==> src/rtl/pid_pkg.sv <==
package pid_pkg;

  typedef enum logic {
    PORT_SET = 1'b0,
    PORT_CLR = 1'b1
  } port_e;

  // Next value of one flag: an event or a set write wins over a clear.
  function automatic logic flag_next(input logic cur, input logic hit,
                                     input logic setb, input logic clrb);
    return hit | setb | (cur & ~clrb);
  endfunction

  // Masking helper used by the write decoder.
  function automatic logic [7:0] mask_if(input logic cond, input logic [7:0] d);
    return cond ? d : 8'h00;
  endfunction

endpackage

==> src/rtl/pid_wr_decode.sv <==
module pid_wr_decode
  import pid_pkg::*;
#(
  parameter int SRC_N = 8
) (
  input  logic             bus_sel,
  input  logic             bus_we,
  input  logic             bus_addr,
  input  logic [SRC_N-1:0] bus_wdata,
  output logic [SRC_N-1:0] set_mask,
  output logic [SRC_N-1:0] clr_mask
);

  logic wr_stb;

  assign wr_stb = bus_sel & bus_we;

  always_comb begin
    set_mask = '0;
    clr_mask = '0;
    if (wr_stb) begin
      if (port_e'(bus_addr) == PORT_SET) set_mask = bus_wdata;
      else                               clr_mask = bus_wdata;
    end
  end

endmodule

==> src/rtl/pid_src_gate.sv <==
module pid_src_gate #(
  parameter int SRC_N = 8
) (
  input  logic [SRC_N-1:0] src_event,
  input  logic [SRC_N-1:0] src_enable,
  output logic [SRC_N-1:0] ev_hit
);

  for (genvar g = 0; g < SRC_N; g++) begin : g_gate
    assign ev_hit[g] = src_event[g] & src_enable[g];
  end

endmodule

==> src/rtl/pid_pend_bit.sv <==
module pid_pend_bit
  import pid_pkg::*;
(
  input  logic clk,
  input  logic rst_n,
  input  logic hit,
  input  logic setb,
  input  logic clrb,
  output logic q
);

  always_ff @(posedge clk or negedge rst_n) begin
    if (!rst_n) q <= 1'b0;
    else        q <= flag_next(q, hit, setb, clrb);
  end

endmodule

==> src/rtl/pid_irq_reg.sv <==
module pid_irq_reg #(
  parameter int SRC_N = 8
) (
  input  logic             clk,
  input  logic             rst_n,
  input  logic [SRC_N-1:0] pend,
  output logic             irq
);

  logic any_pend;

  assign any_pend = |pend;

  always_ff @(posedge clk or negedge rst_n) begin
    if (!rst_n) irq <= 1'b0;
    else        irq <= any_pend;
  end

endmodule

==> src/rtl/pend_irq_ctrl.sv <==
module pend_irq_ctrl #(
  parameter int SRC_N = 8
) (
  input  logic             clk,
  input  logic             rst_n,
  input  logic             bus_sel,
  input  logic             bus_we,
  input  logic             bus_addr,
  input  logic [SRC_N-1:0] bus_wdata,
  output logic [SRC_N-1:0] bus_rdata,
  input  logic [SRC_N-1:0] src_event,
  input  logic [SRC_N-1:0] src_enable,
  output logic             irq
);

  // Named internal events, visible to the bound checker.
  logic [SRC_N-1:0] ev_hit;
  logic [SRC_N-1:0] set_mask;
  logic [SRC_N-1:0] clr_mask;
  logic [SRC_N-1:0] pend_q;

  pid_src_gate #(.SRC_N(SRC_N)) u_gate (
    .src_event (src_event),
    .src_enable(src_enable),
    .ev_hit    (ev_hit)
  );

  pid_wr_decode #(.SRC_N(SRC_N)) u_dec (
    .bus_sel  (bus_sel),
    .bus_we   (bus_we),
    .bus_addr (bus_addr),
    .bus_wdata(bus_wdata),
    .set_mask (set_mask),
    .clr_mask (clr_mask)
  );

  for (genvar g = 0; g < SRC_N; g++) begin : g_flag
    pid_pend_bit u_bit (
      .clk  (clk),
      .rst_n(rst_n),
      .hit  (ev_hit[g]),
      .setb (set_mask[g]),
      .clrb (clr_mask[g]),
      .q    (pend_q[g])
    );
  end

  pid_irq_reg #(.SRC_N(SRC_N)) u_irq (
    .clk  (clk),
    .rst_n(rst_n),
    .pend (pend_q),
    .irq  (irq)
  );

  // Both ports read the same byte.
  assign bus_rdata = pend_q;

endmodule

==> config.mk <==
export PLATFORM = sky130hd
export DESIGN_NAME = pend_irq_ctrl
export DESIGN_NICKNAME = d
export VERILOG_FILES = /design/src/rtl/pid_pkg.sv /design/src/rtl/pid_wr_decode.sv /design/src/rtl/pid_src_gate.sv /design/src/rtl/pid_pend_bit.sv /design/src/rtl/pid_irq_reg.sv /design/src/rtl/pend_irq_ctrl.sv
export SDC_FILE = /design/constraint.sdc
export NUM_CORES = 1
export LEC_CHECK = 0
export BUFFER_PORTS_ARGS = -buffer_cell sky130_fd_sc_hd__buf_2
export CAP_MARGIN = 0
export CORE_MARGIN = 8
export CORE_UTILIZATION = 30
export DETAILED_ROUTE_END_ITERATION = 7
export GPL_ROUTABILITY_DRIVEN = 0
export GPL_TIMING_DRIVEN = 0
export SLEW_MARGIN = 20
export SYNTH_ARGS = -nofsm -noshare
export SYNTH_HDL_FRONTEND = slang
export SYNTH_SLANG_ARGS = --single-unit
export TNS_END_PERCENT = 20
==> constraint.sdc <==
create_clock -name clk -period 1.66 [get_ports clk]
set_input_delay 0.332 -clock clk [delete_from_list [all_inputs] [get_ports clk]]
set_output_delay 0.332 -clock clk [all_outputs]
set_load 0.01 [all_outputs]
### Word level (Yosys, flattened, before mapping)

Index checks and enable logic that the tools add are counted.

| storage, ports and cells | value |
|---|---|
| flip-flop bits (word level) | 9 |
| latch bits | 0 |
| memory bits (writable) | 0 |
| ROM bits | 0 |
| bits of input ports | 29 |
| output and inout bits | 9 |
| word-level logic and storage cells | 55 |
| memories | 0 |

| cells by class | value |
|---|---|
| $add $sub $neg | 0 |
| multipliers | 0 |
| divide/modulo/power cells | 0 |
| $lt $le $gt $ge | 0 |
| eq/ne operators | 0 |
| shift-type cells | 0 |
| multiplexer cells | 4 |
| bitwise gates (word level) | 41 |
| reduce and logical (&&, ||, !) cells | 1 |

Operators by type and width:

| operator | number |
|---|---|
| $mux 8 | 4 |
| $and 1x1->1 | 17 |
| $or 1x1->1 | 16 |
| $not 1->1 | 8 |
| $reduce_or 8->1 | 1 |

### Depth between registers and ports, before layout

Gate-level depths: netlist (run 1).

| logic depth | value |
|---|---|
| word-level depth | 5 |
| gate-level depth with buffers | 3 |
| depth with buffers taken out | 2 |

### By module

A second synthesis (run 1) with hierarchy kept.

| unflattened totals | value |
|---|---|
| cells, all modules | 63 |
| area, all modules | 568.0 um2 |

By module, submodules not included:

| module | times used | cells an instance | area each (um2) | sequential area each (um2) |
|---|---|---|---|---|
| pid_pend_bit | 8 | 4 | 37.5 | 25.0 |
| pid_wr_decode | 1 | 19 | 176.4 | 0.0 |
| pid_src_gate | 1 | 8 | 50.0 | 0.0 |
| pid_irq_reg | 1 | 4 | 41.3 | 25.0 |

### Worst setup path before layout (run 1)

OpenSTA, ideal clock, no wires.

| timing path | value |
|---|---|
| path kind | input to register |
| from | input bus_sel |
| to | register g_flag[2].u_bit.q |
| arrival | 0.870 ns |
| data required time | 1.534 ns |
| path slack | 0.664 ns |
| stages on the path | 3 |
| cell sequence | buf_6 > and4b_1 > a221o_1 |

| between the ends | value |
|---|---|
| word-level cells in the longest chain between the ends | 5 |
| elaborated cells between the ends (all ways) | 7 |

Ends and longest elaborated chain:

| what | line | RTL |
|---|---|---|
| start, declared | pend_irq_ctrl.sv:6 | `input logic bus_sel,` |
| $and 1x1->1 * | pid_wr_decode.sv:16 | `assign wr_stb = bus_sel & bus_we;` |
| $mux 8 | pid_wr_decode.sv:21 | `if (wr_stb) begin` |
| $not 1->1 | pid_pkg.sv:11 | `return hit \| setb \| (cur & ~clrb);` |
| $and 1x1->1 | pid_pkg.sv:11 |  |
| $or 1x1->1 * | pid_pkg.sv:11 |  |
| end signal, assigned | pid_pend_bit.sv:14 | `else q <= flag_next(q, hit, setb, clrb);` |
| end, declared | pid_pend_bit.sv:9 | `output logic q` |

Every way passes the cells marked *; elsewhere a longest branch is shown, timed or not.

### Worst setup path in the final report (run 1)

| timing path | value |
|---|---|
| from | register g_flag[0].u_bit.q |
| to | output bus_rdata[0] |

RTL lines:

| what | line | RTL |
|---|---|---|
| start, declared | pid_pend_bit.sv:9 |  |
| start signal, assigned | pid_pend_bit.sv:14 |  |
| end, declared | pend_irq_ctrl.sv:10 | `output logic [SRC_N-1:0] bus_rdata,` |

No word-level cell between the ends.

==> results of run 1 <==
[through the flow]
| step | cell area, sq um | utilization [%] |
|---|---|---|
| after CTS | 774 | 45.9 |
| final | 774 | 45.9 |
| after detailed placement | 738 | 43.7 |
| after floorplan | 532 | - |
| after global placement | 738 | 43.7 |
| after global routing | 774 | 45.9 |
[cells in the final DEF (no fill, tap or decap)]
cell type and count:
buf_2 37, dfrtp_1 9, nand3_1 8, a221o_1 8, buf_4 8, and4b_2 6, clkbuf_4 3, buf_6 2
and4b_1 2, nor4_1 2, nand2_1 1, clkbuf_1 1, dlygate4sd3_1 1
[cell families after synthesis]
| group | after synthesis |
|---|---|
| AND/OR/NAND/NOR | 19 |
| buffers and inverters | 10 |
| AO/OA/AOI/OAI | 8 |
| flip-flops | 9 |
[cells in the mapped netlist]
library cell	n
dfrtp_1	9
a221o_1	8
buf_4	8
nand3_1	8
and4b_2	6
and4b_1	2
buf_6	2
nor4_1	2
nand2_1	1
[flip-flops by register name, indices dropped and copies added (netlist names)]
name and count:
g_flag.u_bit.q 8, u_irq.irq 1
[timing repair]
item	CTS	global route
gates resized for setup	0	0
hold buffers	1	0
hold endpoints to repair	9	0
[routing by layer]
metal / track usage [%] / vias up / routed length [microns]
met5: 0 / - / 0
met4: 7.34 / 0 / 22
met3: 3.53 / 2 / 134
met2: 16.7 / 20 / 779
met1: 10.4 / 246 / 587
li1: - / 269 / -
[worst min-delay path by stage]
stage	end	from
3_3_place_gp	g_flag[1].u_bit.q$_DFF_PN0_	rst_n
5_1_grt	g_flag[3].u_bit.q$_DFF_PN0_	src_enable[3]
3_5_place_dp	g_flag[1].u_bit.q$_DFF_PN0_	rst_n
4_1_cts	g_flag[7].u_bit.q$_DFF_PN0_	src_enable[7]
6_report	g_flag[7].u_bit.q$_DFF_PN0_	src_enable[7]
2_1_floorplan	g_flag[0].u_bit.q$_DFF_PN0_	rst_n
[worst max-delay path, stage by stage, from the launching register on]
cell and delay [ns]:
dfrtp_1 0.41, buf_4 0.14, buf_2 0.13
[report_power, final]
part	total, mW	internal (mW)	switching (mW)
sequential	0.262	0.242	0.0198
combinational	0.155	0.0948	0.0600
clock	0.161	0.0921	0.0684
total	0.577	0.429	0.148
[cell type report]
| class | instances | area (sq um) |
|---|---|---|
| repair buffers | 38 | 195 |
| well taps | 17 | 21.3 |
| fillers | 168 | 915 |
| multi-input cells | 27 | 224 |
| flip-flops and latches | 9 | 225 |
| plain buffers | 10 | 82.6 |
| clock buffers | 4 | 26.3 |
==> impl_metrics.json, run 1 <==
{
  "cp_data_arrival_time_ns": 0.93,
  "cts_root_buf": "clkbuf_4",
  "die_height_microns": 58.1,
  "syn_nets": 75,
  "fin_ws_ns": 0.401,
  "min_period_over_period_pct": 75.9,
  "clock.fmax_mhz": 794,
  "crit_end": "bus_rdata[0]",
  "end_kind": "output port",
  "routed_via_density": 5.11,
  "grt_pass1_wl_microns": 2640,
  "rsz0062_at_grt": "no",
  "start_util_pct": 31.5,
  "synth_warnings": 0,
  "status": "completed",
  "dp_hpwl_microns": 1340,
  "finalPower_uw": 577,
  "dpl.cell_count": 100,
  "drt-initial-drc-count": 14,
  "die_area_sq_um": 3380,
  "syn_inst": 46,
  "grt-ovfl-total": 0,
  "wl_microns": 1520,
  "slew_headroom_pct": 80.9,
  "fp.coreArea_sq_um": 1690,
  "yosys.area.top_type": "dfrtp_1",
  "synth_compound_area_share_pct": 15.1,
  "num-nets-final": 118,
  "clock_sinks": 9,
  "diodes": 0,
  "pin_count": 38,
  "grt_usage_pct": 10.1,
  "drtAntennaViolNets": 0,
  "grt_max_degree": 11,
  "rows": 15,
  "path_class": "reg2out",
  "reg2reg_slack_ns": 0.72,
  "min_period_ns": 1.26,
  "leakage_nw": 0.369,
  "numCtsBuffers": 3,
  "holdWs_ns": 0.309,
  "worst_pin_slew_ns": 0.283,
  "synth_mux_area_share_pct": 0,
  "grt_pass1_vias": 545,
  "postCtsSetupRepairBufs": 0,
  "synth.cell_area_sq_um": 532,
  "drive_above_1_share_pct": 63.6,
  "crit_fanout": 3,
  "reg2reg_depth": 2,
  "cts_tree": "done",
  "finalHoldViolCount": 0,
  "drc": 0,
  "power-per-cell-area_nw_per_um2": 745,
  "required_ns": 1.33,
  "clockBufferDepth": 2,
  "ys_types": 9,
  "synth_top_family_by_area": "simple AND/OR/NAND/NOR gates",
  "vdd_ir_drop_max_mv": 0.221,
  "antenna_found_initial": 0,
  "hp-class": "in2reg",
  "synthAdderAreaFrac_pct": 0,
  "route.detailed.wl_per_inst_microns": 14.5,
  "netlist.area_leader.share_pct": 42.4,
  "synthSimpleGateAreaFrac_pct": 27.1,
  "synthTopCellsByArea": "dfrtp_1 42%, a221o_1 15%, and4b_2 13%, buf_4 11%, nand3_1 7.5%",
  "port_buffers": 37,
  "finalSetupViolCount": 0,
  "htreeDepth": 1,
  "seq_area_frac_synth_pct": 42.4,
  "fin_cells": 105,
  "dr.pass1.iters": 4,
  "path_clk_slew_ns": 0.06,
  "dpl_worst_slack_ns": 0.480,
  "avgSynthCellArea_sq_um": 11.6,
  "reg2reg_to": "u_irq.irq$_DFF_PN0_",
  "min_path_cells": 2,
  "tns_ns": 0,
  "start_kind": "register",
  "cap_violations": 0,
  "crit_path_start": "g_flag[0].u_bit.q$_DFF_PN0_",
  "area_growth_pct": 45.6,
  "maxSlewViolCount": 0,
  "insertion_delay_ns": 0.25,
  "die_width_microns": 58.1,
  "ys_ff_latch": 9,
  "num_vias": 537,
  "r2r_start": "g_flag[1].u_bit.q$_DFF_PN0_",
  "fin_skew_ns": 0.000776,
  "synth-xor-area-share_pct": 0
}
Note: power is estimated with default switching activity, not from simulation.
==> run 2: changes to the inputs <==
- clock period: 1.66 -> 1.15 ns (I/O delays scaled with it)
==> run 2 against run 1 <==
Net effect: routed wire length increased by 5.8%; non-clock buffer count is 8 higher; worst setup slack got worse by 0.39 ns; sequential power rose by 42%; die area is the same; clock power grew 45%; core utilization rose by 3.6 points; critical path depth stayed put; design area increased by 7.8%; flip-flop and latch count unchanged; clock skew up 0.0015 ns; power is 53% higher; critical endpoint is now bus_rdata[5]; largest cell class unchanged; largest power group unchanged; highest routed layer unchanged.
==> impl_metrics.json, run 2 (synthesis gave the netlist of run 1 again) <==
{
  "status": "completed",
  "share_comb_of_total_power_pct": 31.2,
  "die_area_sq_um": 3380,
  "fin_cells": 113,
  "area_growth_pct": 56.9,
  "dr.pass1.iters": 4,
  "fin_skew_ns": 0.00232,
  "clockBufferDepth": 2,
  "grt-ovfl-total": 0,
  "route.detailed.wl_per_inst_microns": 14.3,
  "min_period_ns": 1.14,
  "cap_violations": 0,
  "fin_ws_ns": 0.00873,
  "power-per-cell-area_nw_per_um2": 1060,
  "dp_hpwl_microns": 1340,
  "swShare_pct": 25.6,
  "maxSlewViolCount": 0,
  "post_dp_cell_area_sq_um": 738,
  "hp-class": "in2reg",
  "largest_register_ffs": 8,
  "drtAntennaViolNets": 0,
  "max_flop_register": "g_flag.u_bit.q",
  "diodes": 0,
  "design_area_sq_um": 835,
  "clock.fmax_mhz": 876,
  "grt_max_degree": 11,
  "share_seq_of_total_power_pct": 42.3,
  "path_clk_slew_ns": 0.06,
  "final_cell_mix": "37 x buf_2, 16 x buf_4, 9 x dfrtp_1",
  "num-nets-final": 126,
  "vdd_ir_drop_max_mv": 0.337,
  "pin_count": 38,
  "worst_pin_slew_ns": 0.278,
  "clock_sinks": 9,
  "fp.coreArea_sq_um": 1690,
  "rsz0062_at_grt": "yes",
  "fill_cells": 165,
  "finalHoldViolCount": 0,
  "slew_headroom_pct": 81.3,
  "cts_tree": "done",
  "grt_pass1_wl_microns": 2650,
  "min_period_over_period_pct": 99.2,
  "port_buffers": 37,
  "drc": 0,
  "drive_above_1_share_pct": 66.7,
  "dpl_worst_slack_ns": 0.0717,
  "crit_fanout": 3,
  "p_int_uw": 657,
  "holdWs_ns": 0.202,
  "cts_root_buf": "clkbuf_4",
  "netSwitchingPower_uw": 226,
  "leakage_nw": 0.405,
  "finalSetupViolCount": 0,
  "grt_usage_pct": 10.2,
  "required_ns": 0.92,
  "start_util_pct": 31.5,
  "numCtsBuffers": 3,
  "wl_microns": 1610,
  "end_kind": "output port",
  "num_vias": 564,
  "die_width_microns": 58.1,
  "fin_util_pct": 49.4,
  "p_clk_share_pct": 26.5,
  "dpl.cell_count": 100,
  "rows": 15,
  "routed_via_density": 4.99,
  "path_class": "reg2out",
  "insertion_delay_ns": 0.25,
  "final_common_cell": "buf_2",
  "drt-initial-drc-count": 13,
  "die_height_microns": 58.1,
  "start_kind": "register",
  "cp_data_arrival_time_ns": 0.91,
  "multiInputGateArea_sq_um": 224,
  "antenna_found_initial": 0,
  "htreeDepth": 1,
  "reg_top3": "g_flag.u_bit.q (8), u_irq.irq (1)",
  "tns_ns": 0,
  "finalPower_uw": 883,
  "seqCellArea_sq_um": 225,
  "grt_pass1_vias": 549
}
[run 2: changes by cell type in the layout (fill, tap and decap cells not counted), sizes merged]
cell,delta
buf,+8
[run 2: final timing paths]
path	startpoint	end	slack (ns)	cells after the start
min in group asynchronous	rst_n	g_flag[6].u_bit.q$_DFF_PN0_	0.36	2
max in group asynchronous	rst_n	g_flag[3].u_bit.q$_DFF_PN0_	0.62	2
worst max register to register	g_flag[1].u_bit.q$_DFF_PN0_	u_irq.irq$_DFF_PN0_	0.12	3
worst min register to register	g_flag[7].u_bit.q$_DFF_PN0_	u_irq.irq$_DFF_PN0_	0.50	2
worst max-delay path	g_flag[5].u_bit.q$_DFF_PN0_	bus_rdata[5]	0.009	2
worst min-delay path	src_enable[7]	g_flag[7].u_bit.q$_DFF_PN0_	0.20	2
[run 2: final cells by class]
cell class / instances / area share, %
Buffer: 10 / 9.90
Clock buffer: 4 / 3.15
Timing Repair Buffer: 46 / 30.6
Sequential cell: 9 / 27.0
Tap cell: 17 / 2.55
Multi-Input combinational cell: 27 / 26.8
[run 2: timing repair]
item / in CTS / in global routing
endpoints found under the setup margin: 4 / 8
hold buffers: 1 / 0
endpoints found under the hold margin: 9 / 0
gates cloned: 0 / 0
setup buffers: 1 / 7
resized for setup: 0 / 0
[run 2: metal layers]
| layer | up-vias | share of wire, % | global-route usage [%] |
|---|---|---|---|
| li1 | 284 | - | - |
| met1 | 258 | 39 | 10.4 |
| met2 | 20 | 51 | 16.9 |
| met3 | 2 | 8.3 | 3.53 |
| met4 | 0 | 1.4 | 7.34 |
| met5 | - | 0 | 0 |
[run 2: power groups by stage]
| stage | logic (mW) | clock network (mW) | registers, mW |
|---|---|---|---|
| final | 0.276 | 0.234 | 0.373 |
| after global routing | 0.301 | 0.261 | 0.377 |
| after CTS | 0.234 | 0.243 | 0.377 |
| after detailed placement | 0.223 | 0 | 0.384 |
| after global placement | 0.221 | 0 | 0.383 |
| after floorplan | 0.122 | 0 | 0.374 |
[run 2: critical path, cell delays in order (launching register included)]
cell	delay, ns
dfrtp_1	0.40
buf_4	0.13
buf_2	0.13
